**config.mk**
```make
export PLATFORM = sky130hd
export DESIGN_NAME = wbuf_top
export DESIGN_NICKNAME = d
export VERILOG_FILES = /design/src/rtl/wbuf_pkg.sv /design/src/rtl/wbuf_datapath.sv /design/src/rtl/wbuf_control.sv /design/src/rtl/wbuf_top.sv
export SDC_FILE = /design/constraint.sdc
export NUM_CORES = 1
export LEC_CHECK = 0
export BUFFER_PORTS_ARGS = -buffer_cell sky130_fd_sc_hd__buf_2
export CAP_MARGIN = 5
export CORE_MARGIN = 5
export CORE_UTILIZATION = 40
export DETAILED_ROUTE_END_ITERATION = 10
export PLACE_DENSITY = 0.67
export SYNTH_ARGS = -nofsm -noshare
export SYNTH_HDL_FRONTEND = slang
export SYNTH_SLANG_ARGS = --single-unit
```
**constraint.sdc**
```tcl
create_clock -name clk -period 3.23 [get_ports clk]
set_input_delay 0.323 -clock clk [delete_from_list [all_inputs] [get_ports clk]]
set_output_delay 0.323 -clock clk [all_outputs]
set_load 0.005 [all_outputs]
```
**src/rtl/wbuf_pkg.sv**
```systemverilog
package wbuf_pkg;

  // Strobes from the control unit to the datapath
  typedef struct packed {
    logic push;        // store incoming write at tail
    logic pop;         // retire head entry
    logic issueRead;   // launch read miss on memory port
    logic issueWrite;  // launch head entry on memory port
    logic clearReq;    // pending transaction completed
  } wbCtl_t;

  typedef enum logic [1:0] {
    PORT_IDLE = 2'd0,
    PORT_RD   = 2'd1,
    PORT_WR   = 2'd2
  } portState_t;

endpackage

```
**src/rtl/wbuf_datapath.sv**
```systemverilog
module wbuf_datapath
  import wbuf_pkg::*;
#(
  parameter int DEPTH  = 4,   // power of two, at least 2
  parameter int ADDR_W = 16,
  parameter int DATA_W = 32
) (
  input  logic              clk,
  input  logic              rstN,
  input  wbCtl_t            ctl,
  input  logic [ADDR_W-1:0] wrAddr,
  input  logic [DATA_W-1:0] wrData,
  input  logic [ADDR_W-1:0] rdAddr,
  input  logic              memAck,
  output logic              full,
  output logic              empty,
  output logic              fwdHit,
  output logic [DATA_W-1:0] fwdData,
  output logic              memReq,
  output logic              memWe,
  output logic [ADDR_W-1:0] memAddr,
  output logic [DATA_W-1:0] memWData
);

  localparam int PTR_W = $clog2(DEPTH);
  localparam int CNT_W = $clog2(DEPTH + 1);

  logic [ADDR_W-1:0] addrQ [DEPTH];
  logic [DATA_W-1:0] dataQ [DEPTH];
  logic [PTR_W-1:0]  head, tail;
  logic [CNT_W-1:0]  count;
  logic [DEPTH-1:0]  hitVec;

  assign full  = (count == CNT_W'(DEPTH));
  assign empty = (count == '0);

  // Queue storage
  always_ff @(posedge clk) begin
    if (ctl.push) begin
      addrQ[tail] <= wrAddr;
      dataQ[tail] <= wrData;
    end
  end

  always_ff @(posedge clk or negedge rstN) begin
    if (!rstN) begin
      head  <= '0;
      tail  <= '0;
      count <= '0;
    end else begin
      if (ctl.push) tail <= tail + 1'b1;
      if (ctl.pop)  head <= head + 1'b1;
      count <= count + CNT_W'(ctl.push) - CNT_W'(ctl.pop);
    end
  end

  // Per-slot address compare, live slots only
  generate
    for (genvar g = 0; g < DEPTH; g++) begin : gSlot
      logic [PTR_W-1:0] age;
      assign age       = PTR_W'(g) - head;
      assign hitVec[g] = (CNT_W'(age) < count) && (addrQ[g] == rdAddr);
    end
  endgenerate

  // Walk oldest to newest so the newest hit wins
  always_comb begin
    logic [PTR_W-1:0] slot;
    fwdHit  = 1'b0;
    fwdData = '0;
    for (int k = 0; k < DEPTH; k++) begin
      slot = head + PTR_W'(k);
      if (hitVec[slot]) begin
        fwdHit  = 1'b1;
        fwdData = dataQ[slot];
      end
    end
  end

  // Memory port registers
  always_ff @(posedge clk or negedge rstN) begin
    if (!rstN) begin
      memReq   <= 1'b0;
      memWe    <= 1'b0;
      memAddr  <= '0;
      memWData <= '0;
    end else if (ctl.issueRead) begin
      memReq  <= 1'b1;
      memWe   <= 1'b0;
      memAddr <= rdAddr;
    end else if (ctl.issueWrite) begin
      memReq   <= 1'b1;
      memWe    <= 1'b1;
      memAddr  <= addrQ[head];
      memWData <= dataQ[head];
    end else if (ctl.clearReq) begin
      memReq <= 1'b0;
    end
  end

  assert_no_overflow_R2: assert property (@(posedge clk) disable iff (!rstN)
    ctl.push |-> (count < CNT_W'(DEPTH)));

  assert_pop_live_R3: assert property (@(posedge clk) disable iff (!rstN)
    ctl.pop |-> (count != '0));

  assert_port_held_R6: assert property (@(posedge clk) disable iff (!rstN)
    (memReq && !memAck) |=> (memReq && $stable(memAddr) && $stable(memWe) && $stable(memWData)));

  assert_issue_idle_R6: assert property (@(posedge clk) disable iff (!rstN)
    (ctl.issueRead || ctl.issueWrite) |-> !memReq);

endmodule

```
**src/rtl/wbuf_control.sv**
```systemverilog
module wbuf_control
  import wbuf_pkg::*;
(
  input  logic   clk,
  input  logic   rstN,
  input  logic   wrValid,
  input  logic   rdValid,
  input  logic   full,
  input  logic   empty,
  input  logic   fwdHit,
  input  logic   memAck,
  output wbCtl_t ctl,
  output logic   wrReady,
  output logic   rdRespValid,
  output logic   rdFromBuf
);

  portState_t state, stateNext;
  logic fwdOk;

  // Forwarding is disabled while this requester's read is at memory
  assign fwdOk   = rdValid && fwdHit && (state != PORT_RD);
  assign wrReady = !full;

  always_comb begin
    ctl            = '0;
    ctl.push       = wrValid && !full;
    ctl.issueRead  = (state == PORT_IDLE) && rdValid && !fwdHit;
    ctl.issueWrite = (state == PORT_IDLE) && !ctl.issueRead && !empty;
    ctl.clearReq   = (state != PORT_IDLE) && memAck;
    ctl.pop        = (state == PORT_WR) && memAck;
    rdRespValid    = fwdOk || ((state == PORT_RD) && memAck);
    rdFromBuf      = fwdOk;
  end

  always_comb begin
    stateNext = state;
    unique case (state)
      PORT_IDLE: if (ctl.issueRead) stateNext = PORT_RD;
                 else if (ctl.issueWrite) stateNext = PORT_WR;
      PORT_RD, PORT_WR: if (memAck) stateNext = PORT_IDLE;
      default: stateNext = PORT_IDLE;
    endcase
  end

  always_ff @(posedge clk or negedge rstN) begin
    if (!rstN) state <= PORT_IDLE;
    else       state <= stateNext;
  end

  assert_resp_has_req_R5: assert property (@(posedge clk) disable iff (!rstN)
    rdRespValid |-> rdValid);

  assert_read_first_R4: assert property (@(posedge clk) disable iff (!rstN)
    (rdValid && !fwdHit && state == PORT_IDLE) |=> (state == PORT_RD));

endmodule

```
**src/rtl/wbuf_top.sv**
```systemverilog
module wbuf_top
  import wbuf_pkg::*;
#(
  parameter int DEPTH  = 4,
  parameter int ADDR_W = 16,
  parameter int DATA_W = 32
) (
  input  logic              clk,
  input  logic              rstN,
  input  logic              wrValid,
  input  logic [ADDR_W-1:0] wrAddr,
  input  logic [DATA_W-1:0] wrData,
  output logic              wrReady,
  input  logic              rdValid,
  input  logic [ADDR_W-1:0] rdAddr,
  output logic              rdRespValid,
  output logic [DATA_W-1:0] rdData,
  output logic              rdFromBuf,
  output logic              memReq,
  output logic              memWe,
  output logic [ADDR_W-1:0] memAddr,
  output logic [DATA_W-1:0] memWData,
  input  logic              memAck,
  input  logic [DATA_W-1:0] memRData
);

  wbCtl_t            ctl;
  logic              full, empty, fwdHit;
  logic [DATA_W-1:0] fwdData;

  wbuf_control u_ctrl (
    .clk(clk), .rstN(rstN), .wrValid(wrValid), .rdValid(rdValid),
    .full(full), .empty(empty), .fwdHit(fwdHit), .memAck(memAck),
    .ctl(ctl), .wrReady(wrReady), .rdRespValid(rdRespValid), .rdFromBuf(rdFromBuf)
  );

  wbuf_datapath #(.DEPTH(DEPTH), .ADDR_W(ADDR_W), .DATA_W(DATA_W)) u_dp (
    .clk(clk), .rstN(rstN), .ctl(ctl), .wrAddr(wrAddr), .wrData(wrData),
    .rdAddr(rdAddr), .memAck(memAck), .full(full), .empty(empty),
    .fwdHit(fwdHit), .fwdData(fwdData), .memReq(memReq), .memWe(memWe),
    .memAddr(memAddr), .memWData(memWData)
  );

  assign rdData = rdFromBuf ? fwdData : memRData;

endmodule

```
; Yosys cells after proc, flatten, opt, wreduce, memory -nomap -nowiden
; Memories as Yosys holds them, arrays and structs flattened.
; Cells that the tools add are included.
[totals]
ramBits = 192
inputBits = 101
ff_bits = 59
word_cells = 96
output_inout_bits = 85
memories = 2
[op_classes]
reduce_logical = 27
n_bitwise = 1
n_lt_le_gt_ge = 8
n_addsub = 10
muxes = 30
n_eq_ne = 10
[mem_list]
columns = name, depth, width, rd, rd_clocked_by_memory_dff, wr, line_no
row1 = u_dp.dataQ, 4, 32, 4, 0, 1, wbuf_datapath.sv:29  ; logic [DATA_W-1:0] dataQ [DEPTH];
row2 = u_dp.addrQ, 4, 16, 5, 0, 1, wbuf_datapath.sv:28  ; logic [ADDR_W-1:0] addrQ [DEPTH];
[ops]
columns = op, n
row1 = $mux W32, 5
row2 = $eq A16 B16 Y1, 4
row3 = $mux W16, 2
row4 = $mux W1, 15
row5 = $logic_and A1 B1 Y1, 14
row6 = $lt A2 B3 Y1, 4
row7 = $lt A2 B3 Y1 const B, 4
row8 = $bmux W1 S2, 4
row9 = $mux W2, 3
row10 = $add A2 B1 Y2 const B, 2
row11 = $add A2 B2 Y2 const B, 2
row12 = $logic_not A1 Y1, 4
row13 = $pmux W2 S2, 1
row14 = $reduce_and A2 Y1, 2
row15 = $reduce_bool A2 Y1, 2
row16 = $sub A1 B2 Y2 const A, 2
row17 = $sub A2 B2 Y2 const A, 2
row18 = $add A3 B1 Y3, 1
row19 = $eq A3 B3 Y1 const B, 1
row20 = $logic_not A3 Y1, 1
row21 = $ne A3 B3 Y1 const B, 1
row22 = $reduce_bool A3 Y1, 1
row23 = $sub A3 B1 Y3, 1
row24 = $eq A2 B1 Y1 const B, 1
row25 = other kinds (7), 7

; Logic depth before layout (Yosys ltp)
; Gate-level depths: netlist of run 1.
[depth]
ltp_word = 17
depth_mapped = 16
ltp_nobuf = 13

; Modules after synthesis
; A second synthesis of run 1 with hierarchy kept.
[unflattened]
cells_unflattened = 1137
hier_area_um2 = 13970.9
[by_module_without_submodules]
columns = module, seq_area_each_um2, area_per_inst_um2, instances, cells_per_inst
row1 = wbuf_datapath, 7191.9, 13215.2, 1, 1076
row2 = wbuf_top, 0.0, 544.3, 1, 36
row3 = wbuf_control, 50.0, 211.5, 1, 25

; Worst setup path after synthesis of run 1
; Ideal clock, no wire load.
[synth_timing]
path_kind = register to output
startpoint = register u_dp.head[1]
endpoint = output port rdData[10]
arrival_ns = 3.237
path_buffers = 5
required_time_ns = 2.907
stages_incl_launch_ff = 15
slack_ns = -0.330
cell_sequence = dfrtp_1 -> buf_2 -> inv_1 -> clkbuf_1 -> clkbuf_1 -> ha_1 -> a21oi_1 -> nor2_1 -> o211a_1 -> and2_1 -> buf_6 -> mux4_2 -> nor2_1 -> clkbuf_1 -> a21oi_1
[synth_via]
elab_chain_cells = 12
word_cells_on_any_way = 35
cone_classes = add/sub: 7 / order compare: 4 / mux: 17 / reduce/logical: 6 / memory: 1
[synth_rtl]
columns = item, line_no
row1 = from (decl), wbuf_datapath.sv:30  ; logic [PTR_W-1:0] head, tail;
row2 = from (signal assigned), wbuf_datapath.sv:52  ; if (ctl.pop) head <= head + 1'b1;
row3 = $sub A1 B2 Y2 / $sub A2 B2 Y2 (equally long branches), wbuf_datapath.sv:61  ; assign age = PTR_W'(g) - head;
row4 = $lt A2 B3 Y1, wbuf_datapath.sv:62  ; assign hitVec[g] = (CNT_W'(age) < count) && (addrQ[g] == rdAddr);
row5 = $logic_and A1 B1 Y1, wbuf_datapath.sv:62
row6 = $bmux W1 S2, wbuf_datapath.sv:73  ; if (hitVec[slot]) begin
row7 = $mux W1 (implied by the code), wbuf_datapath.sv:73
row8 = $mux W1 (4 in a row), wbuf_datapath.sv:73
row9 = $logic_and A1 B1 Y1 (2 in a row), wbuf_control.sv:22  ; assign fwdOk = rdValid && fwdHit && (state != PORT_RD);
row10 = $mux W32 (*), wbuf_top.sv:44  ; assign rdData = rdFromBuf ? fwdData : memRData;
row11 = to (decl), wbuf_top.sv:17  ; output logic [DATA_W-1:0] rdData,
; Every way passes the cells marked *; elsewhere a longest branch is shown, timed or not. The select of a mux whose other input is x is not followed.

; Worst setup path after layout of run 1
[layout_timing]
startpoint = register u_dp.head[1]
endpoint = output port rdData[5]
; Same word-level chain as after synthesis.

==> summary.txt, run 1 <==
Worst hold path
  • Source of the worst hold timing path: wrAddr[9]
  • Hold Path Class: primary input to register

Floorplan
  • Die width: between 150 and 200 um
  • FP Rows: 67
  • Die Height: around 190 um
  • Die Area: 37,100 um^2
  • Ports: 186
  • Core area: 33,300 um^2
  • Initial Util: 0.401

Run
  • Max Cap Viol: 0

Synthesis
  • Mapped cell area: 13,400 um^2
  • Main flop type after synthesis: edfxtp_1
  • Syn_nets: 1,285
  • Post-Syn Area per Cell: around 11 um^2
  • Yosys warns: 0
  • Post-Synthesis Cells: 1,170
  • Synth cell types: 60
  • Register bit total from synthesis: around 250
  • Asr flop ratio synth: 0.235
  • Register area share after synthesis: 0.542
  • Post-synth EDFFs: 192

Power
  • P_leak: 0.00669 uW
  • Seq pwr share: 0.335
  • Clk network pwr share: 0.242
  • Internal: 9160 uW
  • Switching share of power: 0.374
  • VDD IR max: between 500 and 600 uV
  • Switching pwr: 5470 uW
  • Power per cell area: around 830 nW/um^2
  • Combinational Power Share: 0.423

Critical path
  • Crit path capture type: primary output
  • Arr. time, crit path: 3410 ps
  • Crit Reg-Reg Startpoint: u_dp.head[0]$_DFFE_PN0P_
  • Worst Path Required: roughly 2900 ps
  • Worst setup startpoint: u_dp.head[1]$_DFFE_PN0P_
  • Crit-path max FO: 5
  • Startpoint types: register
  • Reg-to-reg critical path endpoint: u_dp.memAddr[4]$_DFFE_PN0P_
  • Setup slack, reg-to-reg: 40 ps
  • Worst Setup EP: rdData[5]
  • Setup CP Type: register to primary output
  • FF-to-FF path depth: 13

Run status
  • Failing checks: negative setup slack
  • Status: finished, violations left

Placement
  • PortBufs: 185
  • Worst slack, placed: -28.9 ps
  • Routability cong.: ~0.82
  • Final HPWL DP: ~26,000 um

Clocking
  • Root Buffer: clkbuf_16
  • Max Buffers Root-to-Sink: 3
  • CTS sink count: 251
  • Clock tree from TritonCTS: done
  • H-tree Lvls: 1
  • Cts bufs inserted: 28
  • Worst skew pair latency: about 560 ps
  • CTS clk-pin slew, worst paths: ~60 ps

Cells and area
  • Area growth, synth to finish: 31.5%
  • Proportion of layout cells with a drive suffix above 1: 0.329
  • Fillers: about 2,900
  • Most frequent cells in the layout: edfxtp_1 (192), buf_2 (184), nand2_1 (170)
  • Commonest non-fill, non-tap cell in the layout: edfxtp_1
  • Final nets: 1,555

Global route
  • Initial antenna violation count: 1
  • Number of global-route vias before repair: between 10,000 and 15,000
  • Total grt overflow: 0
  • Total GRT Usage: 0.211
  • First-pass GRT wire length: 61,400 um
  • Largest net degree at the start of global routing: 94

Route
  • # DRC: 0
  • Vias: 11,000
  • Drt via density: roughly 5.8
  • DRT Pass-1 Iters: 9
  • Post-Route WL: 42,300 um
  • Final ANT Viol Nets: 0
  • Initial drt markers: 960
  • WL/cell: 22.1 um

STA
  • Crit share post-route: 1.16
  • Hold slack final: just over 20 ps
  • Unrepaired setup endpoints after global routing: yes
  • Fmax: 268 MHz
  • Fin. Hold Viols: 0
  • Setup TNS: -14,520 ps
  • Setup violations, final: 33
  • PnR worst setup slack: -503 ps
  • Max_slew headroom: 0.350
  • Worst Tran Pin Value: 975 ps
  • Worst Skew: 28.4 ps
  • Period minus WS final: 3730 ps
  • Fin. max-slew vios: 0
cell families after synthesis:
logic type,count (synthesis),share of synthesized area
buffers and inverters,115,0.0422
AND/OR/NAND/NOR,335,0.115
XOR/XNOR,69,0.0453
flip-flops,251,0.542
multiplexers,85,0.0826
adder cells (fa/ha/maj),14,0.0137
AO/OA/AOI/OAI,301,0.159
final cells by class:
class / count / area, um^2 / area share
clock inverter: 15 / 265 / 0.0151
clock buffer: 37 / 764 / 0.0435
tap: 448 / 561 / 0.0319
inverter: 16 / 65.1 / 0.00370
sequential: 251 / 7250 / 0.413
timing repair buffer: 339 / 2700 / 0.154
multi-input combinational: 804 / 5950 / 0.339
antenna: 1 / 2.50 / 0.000142
power groups by stage:
stage	Clock (uW)	Sequential [uW]	Combinational [uW]
2_1_floorplan	0	4870	3680
3_3_place_gp	0	4890	5370
3_5_place_dp	0	4940	5450
4_1_cts	3590	4880	5660
5_1_grt	3720	4990	6740
6_report	3540	4910	6190
stage by stage:
step,cell area [um^2],total power [uW],instances,utilization
final,17600,14600,1911,0.528
after global routing,17600,15500,1910,0.528
after CTS,17000,14100,1885,0.511
after detailed placement,15100,10400,1769,0.454
after global placement,15100,10300,1769,0.454
after floorplan,13400,8550,1170,-
metal layers:
layer,part of all wire,vias to the layer above,global-route usage
met5,0,-,0
met4,0.035,0,0.0793
met3,0.074,110,0.0300
met2,0.48,488,0.360
met1,0.41,5427,0.272
li1,-,4991,-
critical path, stage by stage, from the launching register on:
cell and delay (ps):
dfrtp_4 510, inv_4 80, nor2_4 50, nor2_4 120, inv_2 50, ha_4 260
a21oi_2 50, o211ai_2 310, nor2_4 80, buf_4 150, o32ai_4 310, a211oi_4 60
buf_6 150, buf_6 130, o221a_1 290, a21oi_2 150, buf_2 120
cells in the mapped netlist (30+ instances only):
cell type,n,area share
a31oi_1,30,0.014
o221a_1,31,0.026
nor2_1,71,0.020
a311oi_1,30,0.020
clkbuf_1,55,0.015
mux2i_1,36,0.027
o22ai_1,62,0.029
a21oi_1,39,0.015
o21ai_0,68,0.025
mux2_2,32,0.027
nand3_1,34,0.013
xor2_1,40,0.026
dfrtp_1,59,0.11
edfxtp_1,192,0.43
nand2_1,171,0.048
worst min-delay path by stage:
stage	cells after the start	end
2_1_floorplan	0	u_ctrl.state[0]$_DFFE_PN0P_
3_3_place_gp	2	u_dp.memWData[30]$_DFFE_PN0P_
3_5_place_dp	2	u_dp.memWData[23]$_DFFE_PN0P_
4_1_cts	1	u_dp.addrQ[3][9]$_DFFE_PP_
5_1_grt	1	u_dp.addrQ[3][9]$_DFFE_PP_
6_report	1	u_dp.addrQ[3][9]$_DFFE_PP_
state kept, by name, indices dropped and copies added, names as in the netlist:
name	count
u_dp.memWe	1
u_dp.memReq	1
u_dp.head	2
u_dp.tail	2
u_dp.addrQ	64
u_ctrl.state	2
u_dp.memAddr	16
u_dp.dataQ	128
u_dp.count	3
u_dp.memWData	32
repair_timing:
item | CTS | global route
endpoints found under the setup margin | 34 | 80
resized for setup | 35 | 64
endpoints found under the hold margin | 236 | 0
pin swaps | 15 | 45
cloned | 4 | 6
hold buffers | 46 | 0
setup buffers | 15 | 23
Power figures use the tool's default switching activity.
==> run 2: changes to the inputs <==
- CORE_UTILIZATION: 40 -> 25
- PLACE_DENSITY: 0.67 -> 0.49
==> summary.txt, run 2 (same netlist as run 1, synthesis figures left out) <==
Run status
  • Status: finished, violations left
  • Failing checks: negative setup slack

Placement
  • Final HPWL DP: 30,300 um (+17%)
  • Placed insts: 2,042 (+15%)
  • Routability cong.: 0.784 (-4.4%)
  • PortBufs: 185 (unchanged)
  • DP Area: 15,700 um^2 (+4.1%)

STA
  • Fmax: 268 MHz (about the same)
  • Crit share post-route: 1.16 (about the same)
  • Fin. max-slew vios: 0 (unchanged)
  • Worst Tran Pin Value: 905 ps (-69.9 ps)
  • Hold slack final: 30.3 ps (+10.1 ps)
  • Max_slew headroom: 0.396 (+0.0466)
  • Fin. Hold Viols: 0 (unchanged)
  • Worst Skew: 24.2 ps (-4.27 ps)
  • Setup violations, final: 33 (unchanged)
  • Unrepaired setup endpoints after global routing: yes
  • Setup TNS: -14,700 ps (-187 ps)
  • PnR worst setup slack: -502 ps (+0.496 ps)
  • Period minus WS final: 3730 ps (-0.496 ps)

Floorplan
  • Initial Util: 0.253 (-0.148)
  • FP Rows: 84 (+25%)
  • Die Height: 241 um (+25%)
  • Die Area: 58,100 um^2 (+57%)
  • Die width: 241 um (+25%)
  • Ports: 186 (unchanged)
  • Core area: 52,800 um^2 (+59%)

Cells and area
  • Most frequent cells in the layout: edfxtp_1 (192), buf_2 (184), nand2_1 (169)
  • Largest Register: u_dp.dataQ
  • Final nets: 1,581 (+1.7%)
  • Finished Layout Cells: 2,180 (+14%)
  • Max reg flops: 128 (unchanged)
  • Commonest non-fill, non-tap cell in the layout: edfxtp_1
  • Proportion of layout cells with a drive suffix above 1: 0.344 (+0.0148)
  • Antenna diodes: 0 (-1)
  • Design Area, Final: 18,300 um^2 (+4.0%)
  • Area growth, synth to finish: 36.7%
  • Top flop regs: u_dp.dataQ x128, u_dp.addrQ x64, u_dp.memWData x32

Clocking
  • H-tree Lvls: 2 (+1)
  • CTS clk-pin slew, worst paths: 60 ps (about the same)
  • Cts bufs inserted: 34 (+21%)
  • Max Buffers Root-to-Sink: 3 (unchanged)
  • CTS sink count: 251 (unchanged)
  • Worst skew pair latency: 540 ps (-20 ps)
  • Clock tree from TritonCTS: done
  • Root Buffer: clkbuf_16

Power
  • Switching pwr: 5610 uW (+2.4%)
  • Internal: 9170 uW (about the same)
  • Seq pwr share: 0.333 (-0.002)
  • Tot Pwr: 14,800 uW (+0.96%)
  • VDD IR max: 430 uV (-21%)
  • Combinational Power Share: 0.416 (-0.007)
  • Power per cell area: 809 nW/um^2 (-2.9%)
  • P_leak: 0.00693 uW (+3.5%)
  • Switching share of power: 0.379 (+0.00546)
  • Clk network pwr share: 0.251 (+0.009)

Critical path
  • Startpoint types: register
  • Crit path capture type: primary output
  • Worst Path Required: 2910 ps (about the same)
  • Setup CP Type: register to primary output
  • Crit-path max FO: 8 (+3)
  • Arr. time, crit path: 3410 ps (about the same)

Route
  • # DRC: 0 (unchanged)
  • Met1 wire length: 20,600 um (+19%)
  • DRT Pass-1 Iters: 5 (-4)
  • WL met2: 22,900 um (+13%)
  • Final ANT Viol Nets: 0 (unchanged)
  • Vias: 10,900 (-1.3%)
  • Routed length on met3: 2380 um (-24%)
  • Drt via density: 4.99 (-13%)
  • Max layer used: met4
  • WL/cell: 21.5 um (-2.7%)
  • Initial drt markers: 705 (-27%)
  • Post-Route WL: 46,900 um (+11%)

Global route
  • First-pass GRT wire length: 65,200 um (+6.2%)
  • Number of global-route vias before repair: 10,800 (-1.6%)
  • Total grt overflow: 0 (unchanged)
  • Largest net degree at the start of global routing: 70 (-26%)
  • Initial antenna violation count: 0 (-1)
  • Total GRT Usage: 0.147 (-0.0641)

Worst hold path
  • Hold Path Class: primary input to register

Run
  • Max Cap Viol: 0 (unchanged)
==> run 2: changes by cell type in the layout (fill, tap and decap cells not counted), sizes merged <==
cell / delta
buf: +17
bufinv: -6
clkbuf: +10
clkinv: +8
diode: -1
inv: +1
==> run 2: critical path, cell delays in order (launching register included) <==
cell and delay, ps:
dfrtp_4 510, inv_4 100, nor2_4 50, nor2_4 110, inv_2 50, ha_4 260
a21oi_2 50, o211ai_2 270, nor2_4 100, mux4_2 540, buf_6 150, nor2_4 120
buf_12 150, clkbuf_16 200, a21oi_2 90, buf_2 130
==> run 2: per-layer routing <==
metal,up-vias,GRT usage
li1,5043,-
met1,5462,0.195
met2,311,0.245
met3,57,0.0263
met4,0,0.0431
met5,-,0
==> run 2: repair_timing <==
action | CTS | global route
hold endpoints to repair | 194 | 0
gates resized for setup | 22 | 85
buffers inserted | 5 | 17
cloned | 1 | 10
hold buffers | 46 | 0
pin swaps | 1 | 42
endpoints found under the setup margin | 34 | 75
==> run 2: layout make-up <==
class / count / area, um^2
clock inverters: 18 / 153
well taps: 688 / 861
fillers: 5235 / 34500
repair buffers: 359 / 2950
multi-input cells: 804 / 6010
inverters: 16 / 62.6
flip-flops and latches: 251 / 7250
clock buffers: 44 / 970
==> run 2: power by group through the flow <==
stage                     combinational, uW  sequential, uW  clock [uW]
after floorplan                        3680            4870           0
after global placement                 5770            4930           0
after detailed placement               5830            4950           0
after CTS                              5940            4910        3840
after global routing                   6740            5010        3970
final                                  6150            4920        3710
==> run 2: stage by stage <==
step | setup WS [ps] | utilization
final | -502 | 0.346
after global routing | -655 | 0.346
after CTS | -492 | 0.331
after detailed placement | -139 | 0.298
after global placement | -125 | 0.298
after floorplan | 4.71 | -
==> run 2: path summary, 6_finish.rpt <==
path / from / end / slack [ps] / depth (start not counted)
min in group asynchronous: rstN / u_dp.memAddr[14]$_DFFE_PN0P_ / 250 / 2
min: wrAddr[5] / u_dp.addrQ[0][5]$_DFFE_PP_ / 30 / 1
max reg2reg: u_dp.head[1]$_DFFE_PN0P_ / u_dp.memAddr[2]$_DFFE_PN0P_ / 130 / 15
min reg2reg: u_dp.memWData[23]$_DFFE_PN0P_ / u_dp.memWData[23]$_DFFE_PN0P_ / 470 / 2
max in group asynchronous: rstN / u_dp.memWData[20]$_DFFE_PN0P_ / 2170 / 3
max: u_dp.head[1]$_DFFE_PN0P_ / rdData[10] / -500 / 15
